File: config.mk
export PLATFORM = sky130hd
export DESIGN_NAME = ctlrx_top
export DESIGN_NICKNAME = d
export VERILOG_FILES = /design/src/rtl/ctlrx_pkg.sv /design/src/rtl/ctlrx_sync.sv /design/src/rtl/ctlrx_shift.sv /design/src/rtl/ctlrx_decode.sv /design/src/rtl/ctlrx_top.sv
export SDC_FILE = /design/constraint.sdc
export NUM_CORES = 1
export LEC_CHECK = 0
export ABC_CLOCK_PERIOD_IN_PS = 3460
export BUFFER_PORTS_ARGS = -buffer_cell sky130_fd_sc_hd__buf_4
export CORE_AREA = 2 2 151 79
export CTS_BUF_LIST = sky130_fd_sc_hd__clkbuf_16
export CTS_CLUSTER_DIAMETER = 50
export DETAILED_ROUTE_END_ITERATION = 10
export DIE_AREA = 0 0 153 81
export HOLD_SLACK_MARGIN = 0.06
export SLEW_MARGIN = 10
export SYNTH_ARGS = -nofsm -noshare
export SYNTH_HDL_FRONTEND = slang
export SYNTH_SLANG_ARGS = --single-unit
File: constraint.sdc
create_clock -name clk -period 3.46 [get_ports clk]
set_input_delay 0 -clock clk [delete_from_list [all_inputs] [get_ports clk]]
set_output_delay 0 -clock clk [all_outputs]
set_load 0.01 [all_outputs]
File: src/rtl/ctlrx_pkg.sv
package ctlrx_pkg;
  typedef enum logic [1:0] {
    XFER_DATA  = 2'b00,
    XFER_RSV1  = 2'b01,
    XFER_STAT  = 2'b10,
    XFER_RSV3  = 2'b11
  } xfer_e;
endpackage

File: src/rtl/ctlrx_sync.sv
module ctlrx_sync #(
  parameter int unsigned W      = 3,
  parameter int unsigned STAGES = 2
) (
  input  logic         clk,
  input  logic         rst_n,
  input  logic [W-1:0] d_i,
  output logic [W-1:0] q_o
);
  logic [W-1:0] stg_q [STAGES];

  always_ff @(posedge clk or negedge rst_n) begin
    if (!rst_n) begin
      for (int i = 0; i < STAGES; i++) stg_q[i] <= '0;
    end else begin
      stg_q[0] <= d_i;
      for (int i = 1; i < STAGES; i++) stg_q[i] <= stg_q[i-1];
    end
  end

  assign q_o = stg_q[STAGES-1];
endmodule

File: src/rtl/ctlrx_shift.sv
module ctlrx_shift #(
  parameter int unsigned BYTE_W = 8
) (
  input  logic              clk,
  input  logic              rst_n,
  input  logic              sclk_i,
  input  logic              mode_i,
  input  logic              dat_i,
  output logic              byte_vld_o,
  output logic [BYTE_W-1:0] byte_o,
  output logic              byte_mode_o
);
  localparam int unsigned CNT_W = $clog2(BYTE_W);
  localparam logic [CNT_W-1:0] CNT_LAST = CNT_W'(BYTE_W - 1);

  logic              sclk_q, mode_q;
  logic [BYTE_W-1:0] sh_q, sh_d;
  logic [CNT_W-1:0]  cnt_q, cnt_d;
  logic              vld_q, vld_d;
  logic [BYTE_W-1:0] byte_q, byte_d;
  logic              bmode_q, bmode_d;
  logic              rise, mode_chg;

  always_comb begin
    rise     = sclk_i & ~sclk_q;
    mode_chg = mode_i ^ mode_q;
    sh_d     = sh_q;
    cnt_d    = cnt_q;
    vld_d    = 1'b0;
    byte_d   = byte_q;
    bmode_d  = bmode_q;
    if (mode_chg) begin
      sh_d  = '0;
      cnt_d = '0;
    end else if (rise) begin
      sh_d = {sh_q[BYTE_W-2:0], dat_i};
      if (cnt_q == CNT_LAST) begin
        cnt_d   = '0;
        vld_d   = 1'b1;
        byte_d  = {sh_q[BYTE_W-2:0], dat_i};
        bmode_d = mode_i;
      end else begin
        cnt_d = cnt_q + 1'b1;
      end
    end
  end

  always_ff @(posedge clk or negedge rst_n) begin
    if (!rst_n) begin
      sclk_q  <= 1'b0;
      mode_q  <= 1'b0;
      sh_q    <= '0;
      cnt_q   <= '0;
      vld_q   <= 1'b0;
      byte_q  <= '0;
      bmode_q <= 1'b0;
    end else begin
      sclk_q  <= sclk_i;
      mode_q  <= mode_i;
      sh_q    <= sh_d;
      cnt_q   <= cnt_d;
      vld_q   <= vld_d;
      byte_q  <= byte_d;
      bmode_q <= bmode_d;
    end
  end

  assign byte_vld_o  = vld_q;
  assign byte_o      = byte_q;
  assign byte_mode_o = bmode_q;
endmodule

File: src/rtl/ctlrx_decode.sv
module ctlrx_decode
  import ctlrx_pkg::*;
#(
  parameter int unsigned SUB_W  = 6,
  parameter int unsigned N_SUB  = 4,
  parameter int unsigned BYTE_W = 8,
  parameter logic [BYTE_W-3:0] DEV_ID = 6'b000101
) (
  input  logic                     clk,
  input  logic                     rst_n,
  input  logic                     byte_vld_i,
  input  logic [BYTE_W-1:0]        byte_i,
  input  logic                     byte_mode_i,
  output logic [N_SUB*SUB_W-1:0]   data_bank_o,
  output logic [N_SUB*SUB_W-1:0]   stat_bank_o,
  output logic                     wr_stb_o,
  output logic [$clog2(N_SUB):0]   wr_idx_o,
  output logic                     sel_o
);
  localparam int unsigned IDX_W = $clog2(N_SUB);

  logic              sel_q, sel_d;
  xfer_e             cls_q, cls_d;
  logic              stb_q, stb_d;
  logic [IDX_W:0]    idx_q, idx_d;
  logic              is_addr, is_data, dat_en, st_en;
  logic [IDX_W-1:0]  sub;
  logic [SUB_W-1:0]  val;

  always_comb begin
    is_addr = byte_vld_i & ~byte_mode_i;
    is_data = byte_vld_i & byte_mode_i & sel_q;
    sub     = byte_i[BYTE_W-1 -: IDX_W];
    val     = byte_i[SUB_W-1:0];
    dat_en  = is_data && (cls_q == XFER_DATA);
    st_en   = is_data && (cls_q == XFER_STAT);
    sel_d   = sel_q;
    cls_d   = cls_q;
    if (is_addr) begin
      sel_d = (byte_i[BYTE_W-1:2] == DEV_ID);
      cls_d = xfer_e'(byte_i[1:0]);
    end
    stb_d = dat_en | st_en;
    idx_d = (dat_en | st_en) ? {st_en, sub} : idx_q;
  end

  always_ff @(posedge clk or negedge rst_n) begin
    if (!rst_n) begin
      sel_q <= 1'b0;
      cls_q <= XFER_DATA;
      stb_q <= 1'b0;
      idx_q <= '0;
    end else begin
      sel_q <= sel_d;
      cls_q <= cls_d;
      stb_q <= stb_d;
      idx_q <= idx_d;
    end
  end

  for (genvar g = 0; g < N_SUB; g++) begin : g_bank
    logic [SUB_W-1:0] dat_q, st_q;
    logic             dat_we, st_we;
    assign dat_we = dat_en && (sub == IDX_W'(g));
    assign st_we  = st_en && (sub == IDX_W'(g));
    always_ff @(posedge clk or negedge rst_n) begin
      if (!rst_n) begin
        dat_q <= '0;
        st_q  <= '0;
      end else begin
        if (dat_we) dat_q <= val;
        if (st_we)  st_q  <= val;
      end
    end
    assign data_bank_o[g*SUB_W +: SUB_W] = dat_q;
    assign stat_bank_o[g*SUB_W +: SUB_W] = st_q;
  end

  assign wr_stb_o = stb_q;
  assign wr_idx_o = idx_q;
  assign sel_o    = sel_q;
endmodule

File: src/rtl/ctlrx_top.sv
module ctlrx_top #(
  parameter int unsigned SUB_W       = 6,
  parameter int unsigned N_SUB       = 4,
  parameter int unsigned SYNC_STAGES = 2,
  parameter logic [5:0]  DEV_ID      = 6'b000101
) (
  input  logic                   clk,
  input  logic                   rst_n,
  input  logic                   ser_clk_i,
  input  logic                   ser_mode_i,
  input  logic                   ser_dat_i,
  output logic [N_SUB*SUB_W-1:0] data_bank_o,
  output logic [N_SUB*SUB_W-1:0] stat_bank_o,
  output logic                   wr_stb_o,
  output logic [$clog2(N_SUB):0] wr_idx_o
);
  localparam int unsigned IDX_W  = $clog2(N_SUB);
  localparam int unsigned BYTE_W = IDX_W + SUB_W;

  logic [1:0]        rst_q;
  logic              rst_int_n;
  logic [2:0]        lines_s;
  logic              byte_vld, byte_mode, sel;
  logic [BYTE_W-1:0] byte_val;

  always_ff @(posedge clk or negedge rst_n) begin
    if (!rst_n) rst_q <= 2'b00;
    else        rst_q <= {rst_q[0], 1'b1};
  end
  assign rst_int_n = rst_q[1];

  ctlrx_sync #(.W(3), .STAGES(SYNC_STAGES)) i_sync (
    .clk   (clk),
    .rst_n (rst_int_n),
    .d_i   ({ser_clk_i, ser_mode_i, ser_dat_i}),
    .q_o   (lines_s)
  );

  ctlrx_shift #(.BYTE_W(BYTE_W)) i_shift (
    .clk         (clk),
    .rst_n       (rst_int_n),
    .sclk_i      (lines_s[2]),
    .mode_i      (lines_s[1]),
    .dat_i       (lines_s[0]),
    .byte_vld_o  (byte_vld),
    .byte_o      (byte_val),
    .byte_mode_o (byte_mode)
  );

  ctlrx_decode #(
    .SUB_W  (SUB_W),
    .N_SUB  (N_SUB),
    .BYTE_W (BYTE_W),
    .DEV_ID (DEV_ID[BYTE_W-3:0])
  ) i_decode (
    .clk         (clk),
    .rst_n       (rst_int_n),
    .byte_vld_i  (byte_vld),
    .byte_i      (byte_val),
    .byte_mode_i (byte_mode),
    .data_bank_o (data_bank_o),
    .stat_bank_o (stat_bank_o),
    .wr_stb_o    (wr_stb_o),
    .wr_idx_o    (wr_idx_o),
    .sel_o       (sel)
  );
endmodule

Word level (Yosys, flattened, before mapping)
Index checks and enable logic that the tools add are counted.
- register bits: 85
- input bits: 5
- output and inout bits: 52
- word-level logic and storage cells: 60
- $add $sub $neg: 1
- equality and inequality tests: 6
- muxes and demuxes: 8
- bitwise logic cells: 9
- reduce and logical (&&, ||, !) cells: 14
- operator list (cell ; count):
    $mux W7 ; 2
    $logic_and A1 B1 Y1 ; 10
    $mux W3 ; 3
    $eq A2 B2 Y1 const B ; 3
    $eq A6 B3 Y1 const B ; 1
    $and A1 B1 Y1 ; 4
    $logic_not A2 Y1 ; 2
    $add A3 B1 Y3 const B ; 1
    $eq A3 B3 Y1 const B ; 1
    $mux W1 ; 3
    $not A1 Y1 ; 3
    $reduce_and A3 Y1 ; 1
    $eq A2 B1 Y1 const B ; 1
    $reduce_bool A2 Y1 ; 1
    $or A1 B1 Y1 ; 1
    $xor A1 B1 Y1 ; 1

Logic depth before layout (Yosys ltp)
Gate-level depths: netlist of the first run.
- depth after elaboration: 4
- depth in mapped cells: 5
- gate-level depth less buffers: 5

Cells and area by module
From an unflattened synthesis of the first run, not the netlist that was laid out.
- cells, all modules: 200
- area, all modules: 3220.6 µm²
- modules (own cells, without submodules) (module ; times used ; cells an instance ; area an instance (µm²) ; seq. area each (µm²)):
    ctlrx_decode ; 1 ; 138 ; 2159.6 ; 1376.3
    ctlrx_shift ; 1 ; 50 ; 834.6 ; 550.5
    ctlrx_sync ; 1 ; 9 ; 172.7 ; 150.1
    ctlrx_top ; 1 ; 3 ; 53.8 ; 50.0

Worst setup path after synthesis of the first run
No wires, ideal clock.
- path type: register -> register
- from: reg i_shift.cnt_q[0]
- to: reg i_shift.byte_q[0], in the netlist i_shift.byte_o[0]
- library setup time: 125 ps
- arrival time: 1524 ps
- required time: 3335 ps
- path slack: 1812 ps
- cell stages (with the launch flop): 6
- buffers on the path: 0
- period minus slack after synthesis: 1648 ps
- path through: dfrtp_1 > ha_1 > ha_1 > nand3b_1 > nor2_1 > mux2_2
- longest elaborated chain between the ends: 2
- RTL lines (what ; line ; RTL):
    start, declared ; ctlrx_shift.sv:18 ; logic [CNT_W-1:0] cnt_q, cnt_d;
    start signal, assigned ; ctlrx_shift.sv:61 ; cnt_q <= cnt_d;
    $eq A3 B3 Y1 ; ctlrx_shift.sv:37 ; if (cnt_q == CNT_LAST) begin
    $reduce_and A3 Y1 (no source line) ; - ;
    end signal, assigned ; ctlrx_shift.sv:63 ; byte_q <= byte_d;
    end, declared ; ctlrx_shift.sv:20 ; logic [BYTE_W-1:0] byte_q, byte_d;
No other way between the ends.
A chain may end at the register's enable or synchronous reset.

Worst setup path in the final report of the first run
- from: reg i_sync.stg_q, in the netlist i_sync.q_o[1]
- to: reg i_shift.byte_q[6], in the netlist i_shift.byte_o[6]
- longest elaborated chain between the ends: 3
- RTL lines (what ; line ; RTL):
    start, declared ; ctlrx_sync.sv:10 ; logic [W-1:0] stg_q [STAGES];
    $xor A1 B1 Y1 ; ctlrx_shift.sv:26 ; mode_chg = mode_i ^ mode_q;
    $not A1 Y1 (no source line) ; - ;
    $reduce_and A3 Y1 (no source line) ; - ;
No other way between the ends.

==> results of run 1 <==
cell type report:
type	count	area [um^2]	share of cell area [%]
clock buffer	9	225	5.49
timing repair buffer	61	470	11.5
tap	150	188	4.57
sequential	85	2130	51.9
multi-input combinational	124	1050	25.5
clock inverter	7	33.8	0.823
inverter	3	11.3	0.274
layer usage:
layer / track usage, % / vias up / share of wire (%)
met5: 0 / - / 0
met4: 2.78 / 0 / 0.27
met3: 5.60 / 5 / 7.4
met2: 18.3 / 56 / 43
li1: - / 886 / -
met1: 16.4 / 973 / 50
cell usage in the layout (no fill, tap or decap):
cell type	n
sky130_fd_sc_hd__inv_1	3
sky130_fd_sc_hd__dfrtp_1	84
sky130_fd_sc_hd__o21ai_0	2
sky130_fd_sc_hd__nand2b_1	1
sky130_fd_sc_hd__conb_1	1
sky130_fd_sc_hd__clkinv_1	3
sky130_fd_sc_hd__a21oi_1	10
sky130_fd_sc_hd__nor3_1	1
sky130_fd_sc_hd__mux2_2	52
sky130_fd_sc_hd__or4b_1	1
sky130_fd_sc_hd__clkinvlp_4	1
sky130_fd_sc_hd__clkinv_2	3
sky130_fd_sc_hd__ha_1	2
sky130_fd_sc_hd__nand3_1	3
sky130_fd_sc_hd__nand3b_1	2
sky130_fd_sc_hd__and4b_1	2
sky130_fd_sc_hd__dlygate4sd3_1	5
sky130_fd_sc_hd__nor2_1	5
sky130_fd_sc_hd__nor2b_1	1
sky130_fd_sc_hd__buf_4	56
sky130_fd_sc_hd__nor4bb_1	1
sky130_fd_sc_hd__or4b_4	1
sky130_fd_sc_hd__dfrtp_4	1
sky130_fd_sc_hd__and2b_1	1
sky130_fd_sc_hd__mux2_4	6
sky130_fd_sc_hd__mux2i_1	1
sky130_fd_sc_hd__a31oi_1	1
sky130_fd_sc_hd__nand4b_4	1
sky130_fd_sc_hd__nand2_1	28
sky130_fd_sc_hd__clkbuf_16	9
sky130_fd_sc_hd__xor2_1	1
critical path: stages, from the launching register on:
cell and delay [ns]:
sky130_fd_sc_hd__dfrtp_1 0.40, sky130_fd_sc_hd__xor2_1 0.68, sky130_fd_sc_hd__nor2_1 0.39, sky130_fd_sc_hd__mux2_2 0.37
path summary, 6_finish.rpt:
kind	from	endpoint	slack (ns)	cells after the start
min reg2reg	i_sync.stg_q[4]	i_sync.q_o[1]	0.35	0
min in group asynchronous	rst_q[1]	i_decode.g_bank[1].dat_q[0]	0.51	0
max in group asynchronous	rst_q[1]	i_decode.wr_idx_o[1]	2.26	0
max reg2reg	i_sync.q_o[1]	i_shift.byte_o[6]	1.50	3
max	i_sync.q_o[1]	i_shift.byte_o[6]	1.50	3
min	ser_dat_i	i_sync.stg_q[3]	0.31	2
registers in the layout (all words and copies together), names as in the netlist, 2 cells and up:
name and count:
i_shift.sh_q 7, i_decode.g_bank.st_q 24, i_shift.cnt_q 3, i_sync.stg_q 3, rst_q 2, i_decode.g_bank.dat_q 24, i_decode.wr_idx_o 3, i_sync.q_o 3
i_decode.cls_q 2, i_shift.byte_o 8
logic make-up (layout without fill, tap and decap cells):
kind of cell,after synthesis,count (layout)
compound gates,13,13
xor+xnor,1,1
fa+ha+maj,2,2
buf+inv,17,80
flops,85,85
mux,59,59
other cells,1,1
simple gates,48,48
power by group through the flow:
stage                     clock, uW  combinational (uW)  sequential (uW)
after floorplan                   0                12.6             1040
after detailed placement          0                18.4             1050
after global placement            0                17.8             1040
after global routing            902                25.1             1030
final                           832                23.0             1030
after CTS                       857                23.1             1030
through the flow:
stage / util (%) / cells
after floorplan: - / 226
final: 36.3 / 439
after CTS: 36.3 / 439
after detailed placement: 33.5 / 418
after global routing: 36.3 / 439
after global placement: 33.5 / 418
timing repair:
action / in CTS / in global routing
endpoints found under the setup margin: 0 / 0
hold buffers: 5 / 0
endpoints found under the hold margin: 5 / 0
==> results by stage, run 1 <==
Synthesis:
- Among all cell types in the netlist, the one instantiated most often is sky130_fd_sc_hd__dfrtp_1.
- Synthesis handed over a netlist of 226 instances.
- The number of synthesis warnings is 0.
- By area the synthesized netlist is led by sky130_fd_sc_hd__dfrtp_1, sky130_fd_sc_hd__mux2_2, sky130_fd_sc_hd__nand2_1.
- The number of register bits inferred by synthesis is between 80 and 90.
- For this run, the register share of the synthesized area comes to between 60% and 70%.
- The most used flip-flop cell after synthesis is sky130_fd_sc_hd__dfrtp_1.
- The biggest area contributor in the post-synthesis netlist is sky130_fd_sc_hd__dfrtp_1.
- After Yosys synthesis, full adders, half adders and majority gates account for less than 1% of the synthesized area.
- Summing the areas of all and, or, nand and nor instances in the mapped netlist gives around 7.9% of the synthesized area.
- The share of flip-flops with an asynchronous set or reset is 100%.
- The number of enable-type register cells in the synthesized netlist is 0.
- Multiplexer cells account for 21.1% of the synthesized area.
- The number of different library cells used by synthesis comes to 29.
- After synthesis, the largest family of logic cells by area is multiplexers.
- The area share of the largest cell type after synthesis is between 60% and 70%.
- The mapped cell area is about 3200 um^2.
- Counting instances in the post-synthesis netlist gives the leading cell types as sky130_fd_sc_hd__dfrtp_1, sky130_fd_sc_hd__mux2_2, sky130_fd_sc_hd__nand2_1.
- The synthesized netlist devotes 2.04% of its cell area to compound gates.
- Synthesis produced a netlist with a net count of around 230.
- Dividing the synthesized area by the synthesized cell count gives 14.4 um^2.
- Summing the areas of all xor and xnor instances in the mapped netlist gives 0.270% of the synthesized area.

Setup path:
- The data arrival time at the worst-slack endpoint is about 2.2 ns.
- The data required time at the worst endpoint is 3.67 ns.
- The class of the most critical setup path is register to register.
- The launching element type of the critical path is a register.
- The largest driver fanout on the critical path is 11.
- STA classifies the critical path endpoint as a register.

Detailed routing:
- Dividing the detail-routed wire length by the instance count gives between 15 and 20 um.
- The via count is roughly 1900.
- In the routed design, unresolved DRC markers number 0.
- The initial detailed-routing violation count is 76.
- For this block, the routed nets add up to roughly 7000 um of wire.
- Once detail routing completed, the nets flagged for antenna violations numbered 0.
- Dividing the detail-routed via count by the number of cells gives between 4 and 5.
- The first detailed-routing pass ran for 4 iterations.

Clocking:
- The number of setup buffers added after CTS is 0.
- The count of clock tree sinks is 85.
- TritonCTS built the clock tree.
- Clock latency on the worst-skew pair, taken at its later pin, is 0.33 ns.
- The cell sitting at the root of the clock tree is a sky130_fd_sc_hd__clkbuf_16.
- Once the clock tree was built, the resizer swapped 0 gates to a different size.
- In this run the number of H-tree levels came out at 3.
- The CTS buffer count is 9.
- The clock transition time at the flip-flop clock pins of the worst setup and hold paths is about 0.060 ns.
- The maximum number of buffers from clock root to sink is 2.

Power:
- The fraction of power consumed by combinational cells is roughly 1.2%.
- The design internal power is 1490 uW.
- Per report_power, the sequential group accounts for between 50 and 60% of the total.
- The post-route total power is between 1500 and 2000 uW.
- The leakage power is around 0.0021 uW.
- Power spread over the standard cell area amounts to ~460 nW/um^2.
- The fraction of power consumed by the clock network is between 40% and 50%.
- The analysis attributes to net switching a power of 394 uW.
- The largest vdd supply drop is between 0.2 and 0.25 mV.
- Net switching is a little over a fifth of the power.

GRT:
- Entering global routing, the biggest net connects 84 pins.
- The total global routing track utilization is roughly 12%.
- The number of global-route vias before repair was about 2000.
- The initial antenna violation count is 0.
- The global-route wire length before repair is roughly 11000 um.
- For this run the aggregate overflow at the end of global routing stands at 0.

Die:
- The overall die area is 12400 um^2.
- The core outline area is about 11000 um^2.
- The count of boundary I/O pins is 57.
- Row generation in the floorplan step produced 28 rows.
- The die is just over 80 um tall.
- The initial cell density of the core is approximately 29%.
- Measured along the x axis, the die boundary spans approximately 150 um.

Final layout:
- The number of antenna diodes is 0.
- The final-layout fill cell count is 1089.
- The post-route netlist has 45.0% of its cells at a drive strength greater than 1.
- The area growth from synthesis to layout is 26.3%.
- The final layout net count is 291.
- The post-route cell area is between 4000 and 5000 um^2.

STA:
- Timing would allow up to roughly 500 MHz.
- Clock skew on the completed layout was measured at 0.00457 ns.
- At the pin with the least slew margin, the transition time is ~1.1 ns.
- The number of hold violations in the final report is 0.
- The time the final worst path needs with I/O delays and setup is roughly 2.0 ns.
- Setup slack on the critical path of the routed design comes to around 1.5 ns.
- The final number of max-transition violations came to 0.
- The tightest hold margin is roughly 0.31 ns.
- Setup violations remaining at the end of the flow were counted as 0.
- Setup repair after global routing left no endpoint under its margin.
- The setup TNS after final layout is 0 ns.
- In this run the tightest slew margin relative to its limit is between 20% and 30%.
- After layout, the worst path uses a little under three fifths of the clock period.

Flow run:
- The tool flagged a number of max-cap violations equal to 0.

Place:
- Routability-driven placement finished with a final weighted congestion of 0.726.
- The cell area reported after detailed placement is around 3800 um^2.
- Before CTS, the worst setup slack after placement is around 1.5 ns.
- The wire-length estimate of the detail-placed layout is a little under 5000 um.
- The number of port buffers is 56.

Run status:
- The flow ran to the end, and the final reports show no timing, DRC or antenna violations.

Worst hold path:
- The type of the tightest min-delay check is primary input to register.
(Power assumes the default switching activity.)
==> run 2, diff against run 1 <==
- ABC_CLOCK_PERIOD_IN_PS: 3460 -> 2000
- clock period: 3.46 -> 2 ns (I/O delays scaled with it)
==> results by stage, run 2 (same netlist as run 1, synthesis figures left out) <==
Power:
- The largest vdd supply drop was 0.404 mV (+83%).
- The post-route total power is 3400 uW (+81%).
- The proportion of total power due to net switching is 20.4% (-0.50 points).
- The switching power of the nets is 696 uW (+77%).
- The sequential fraction of design power is 51.3% (-3.2 points).
- The areal power density over the cells came to 813 nW/um^2 (+77%).
- The design internal power came to 2710 uW (+82%).
- The fraction of power consumed by the clock network is 46.4% (+2.2 points).
- The fraction of power consumed by combinational cells came to 2.4% (+1.2 points).
- The leakage power is 0.00217 uW (+2.1%).

STA:
- The max-slew headroom at the worst pin was 66.6% (+37 points).
- The setup violation total in the final timing report was 0 (unchanged).
- The post-route fraction of the period consumed by the critical path is 85.0% (+28 points).
- The final clock skew came to 0.00483 ns (+0.000259 ns).
- The number of hold violations in the final report is 0 (unchanged).
- Setup repair after global routing left no endpoint under its margin.
- The time the final worst path needs with I/O delays and setup was 1.70 ns (-0.258 ns).
- The final number of max-transition violations is 0 (unchanged).
- The setup TNS after final layout is 0 ns (unchanged).
- The maximum clock rate came to 588 MHz (+15%).
- The actual slew at the worst max-slew pin is 0.501 ns (-0.555 ns).

GRT:
- The initial antenna violation count is 0 (unchanged).
- The number of global-route vias before repair is 2019 (-1.1%).
- The largest net degree at the start of global routing was 84 (unchanged).
- The residual overflow from global routing came to 0 (unchanged).
- The global-route wire length before repair came to 11400 um (+0.42%).
- The total global routing track utilization is 12.3% (+0.034 points).

Final layout:
- The final layout net count is 297 (+2.1%).
- In the layout the commonest cells are sky130_fd_sc_hd__dfrtp_1, sky130_fd_sc_hd__buf_4, sky130_fd_sc_hd__mux2_2, sky130_fd_sc_hd__nand2_1, sky130_fd_sc_hd__a21oi_1.
- The area growth from synthesis to layout is 28.8%.
- The library cell used most frequently in the layout, excluding fill and tap cells, is sky130_fd_sc_hd__dfrtp_1.
- The number of antenna diodes is 0 (unchanged).
- The share of cells above drive strength 1 is 45.8% (+0.78 points).
- The post-route cell area is 4190 um^2 (+2.0%).

Die:
- The width of the die is 153 um (unchanged).
- The initial cell density of the core is 28.7% (unchanged).
- The count of boundary I/O pins is 57 (unchanged).
- The core outline area is 11300 um^2 (unchanged).
- The number of placement rows is 28 (unchanged).
- The vertical die dimension was 81 um (unchanged).
- The overall die area came to 12400 um^2 (unchanged).

Worst hold path:
- The tightest min-delay check is of the primary input to register type.
- The cell depth of the worst hold path is 2 (unchanged).

Clocking:
- The clock transition time at the flip-flop clock pins of the worst setup and hold paths is 0.06 ns (about the same).
- The count of clock tree sinks is 85 (unchanged).
- The maximum number of buffers from clock root to sink is 2 (unchanged).
- The CTS H-tree depth is 3 (unchanged).
- The CTS buffer count is 9 (unchanged).
- TritonCTS built the clock tree.
- The tree is rooted in a sky130_fd_sc_hd__clkbuf_16.
- The number of gates given a new drive strength after cts is 0 (unchanged).
- The clock latency on the worst-skew pair came to 0.33 ns (about the same).

Detailed routing:
- The post-detailed-route count of antenna-violating nets was 0 (unchanged).
- The wire length per cell after detailed routing is 15.8 um (-0.86%).
- The remaining routing DRC violations came to 0 (unchanged).
- The detail-routed via count per cell is 4.37 (about the same).
- The total detailed-routing wirelength is 7040 um (+0.50%).
- The detailed-routing iteration count for the pre-antenna-repair pass is 4 (unchanged).
- The initial detailed-routing violation count came to 113 (+49%).
- The via count is 1945 (+1.3%).

Setup path:
- The biggest cell delay along the critical path is 0.65 ns (-0.03 ns).
- The slowest stage of the critical path is the sky130_fd_sc_hd__or4b_1 cell.
- The worst setup path is launched from a register.
- The largest driver fanout on the critical path was 8 (-3).
- The depth of the worst register-to-register path is 3 (unchanged).
- On the critical path the largest part of the delay comes from simple AND/OR/NAND/NOR gates.
- The worst setup path is of the register to register kind.
- The instance count on the critical path came to 3 (unchanged).
- The kind of capture point of the worst setup path is a register.
- The data arrival time at the worst-slack endpoint is 1.92 ns (-0.25 ns).
- The data required time at the worst endpoint is 2.22 ns (-1.45 ns).
- The signal on the critical path passes through nand4b_4 > or4b_1 > mux2_2.
- The number of buffer and inverter instances along the worst setup path is 0 (unchanged).

Flow run:
- The max-capacitance violation count is 0 (unchanged).

Place:
- The number of port buffers came to 56 (unchanged).
- The cell area reported after detailed placement is 3850 um^2 (+1.5%).
- The total half-perimeter wirelength after legalization and detailed placement came to 4930 um (-0.25%).
- The weighted congestion at the end of routability-driven global placement is 0.745 (+2.6%).

Run status:
- The run finished with clean final reports.
## run 2: cell count changes in the layout (fill, tap and decap cells not counted), sizes merged
cell    change
buf         +6
bufinv      +1
clkinv      -1
## run 2: final timing paths
| path | from | to | slack [ns] |
|---|---|---|---|
| min in group asynchronous | rst_q[1] | i_decode.g_bank[1].dat_q[1] | 0.35 |
| max in group asynchronous | rst_q[1] | i_shift.sh_q[2] | 1.31 |
| min reg2reg | rst_q[1] | i_decode.g_bank[1].dat_q[1] | 0.35 |
| max | i_decode.cls_q[0] | i_decode.g_bank[1].dat_q[1] | 0.30 |
| max reg2reg | i_decode.cls_q[0] | i_decode.g_bank[1].dat_q[1] | 0.30 |
| min | ser_clk_i | i_sync.stg_q[5] | 0.31 |
## run 2: area by class of cell
cell class | instances | area, um^2
Inverter | 3 | 11.3
Sequential cell | 85 | 2130
Timing Repair Buffer | 67 | 528
Clock buffer | 9 | 225
Fill cell | 1098 | 7130
Tap cell | 150 | 188
Clock inverter | 7 | 57.6
Multi-Input combinational cell | 124 | 1050
## run 2: worst register-to-register path, cell delays in order, from the launching register on
cell and delay, ns:
sky130_fd_sc_hd__dfrtp_1 0.38, sky130_fd_sc_hd__nand4b_4 0.23, sky130_fd_sc_hd__or4b_1 0.65, sky130_fd_sc_hd__mux2_2 0.33
## run 2: what timing repair did
action                    CTS  global route
hold buffers                5             0
hold endpoints to repair    5             0
setup buffers               0             0
## run 2: per-layer routing
metal	part of all wire, %	global-route usage, %
met1	50	17.1
met2	41	17.4
met3	8.3	5.66
met5	0	0
met4	0.90	2.78
## run 2: stage by stage
stage                     utilization [%]  worst slack [ns]  std cells  hold WS, ns
after floorplan                         -             0.352        226       -0.296
after global placement               34.1             0.342        424       -0.216
after detailed placement             34.1             0.285        424       -0.215
after CTS                            37.0             0.278        445        0.301
after global routing                 37.0             0.197        445        0.304
final                                37.0             0.300        445        0.312
## run 2: power by group through the flow
stage / sequential, uW / combinational, uW / clock, uW
floorplan: 1800 / 21.7 / 0
global placement: 1780 / 74.2 / 0
detailed placement: 1780 / 76.4 / 0
CTS: 1750 / 84.2 / 1620
global route: 1750 / 93.7 / 1720
finish: 1750 / 80.8 / 1580
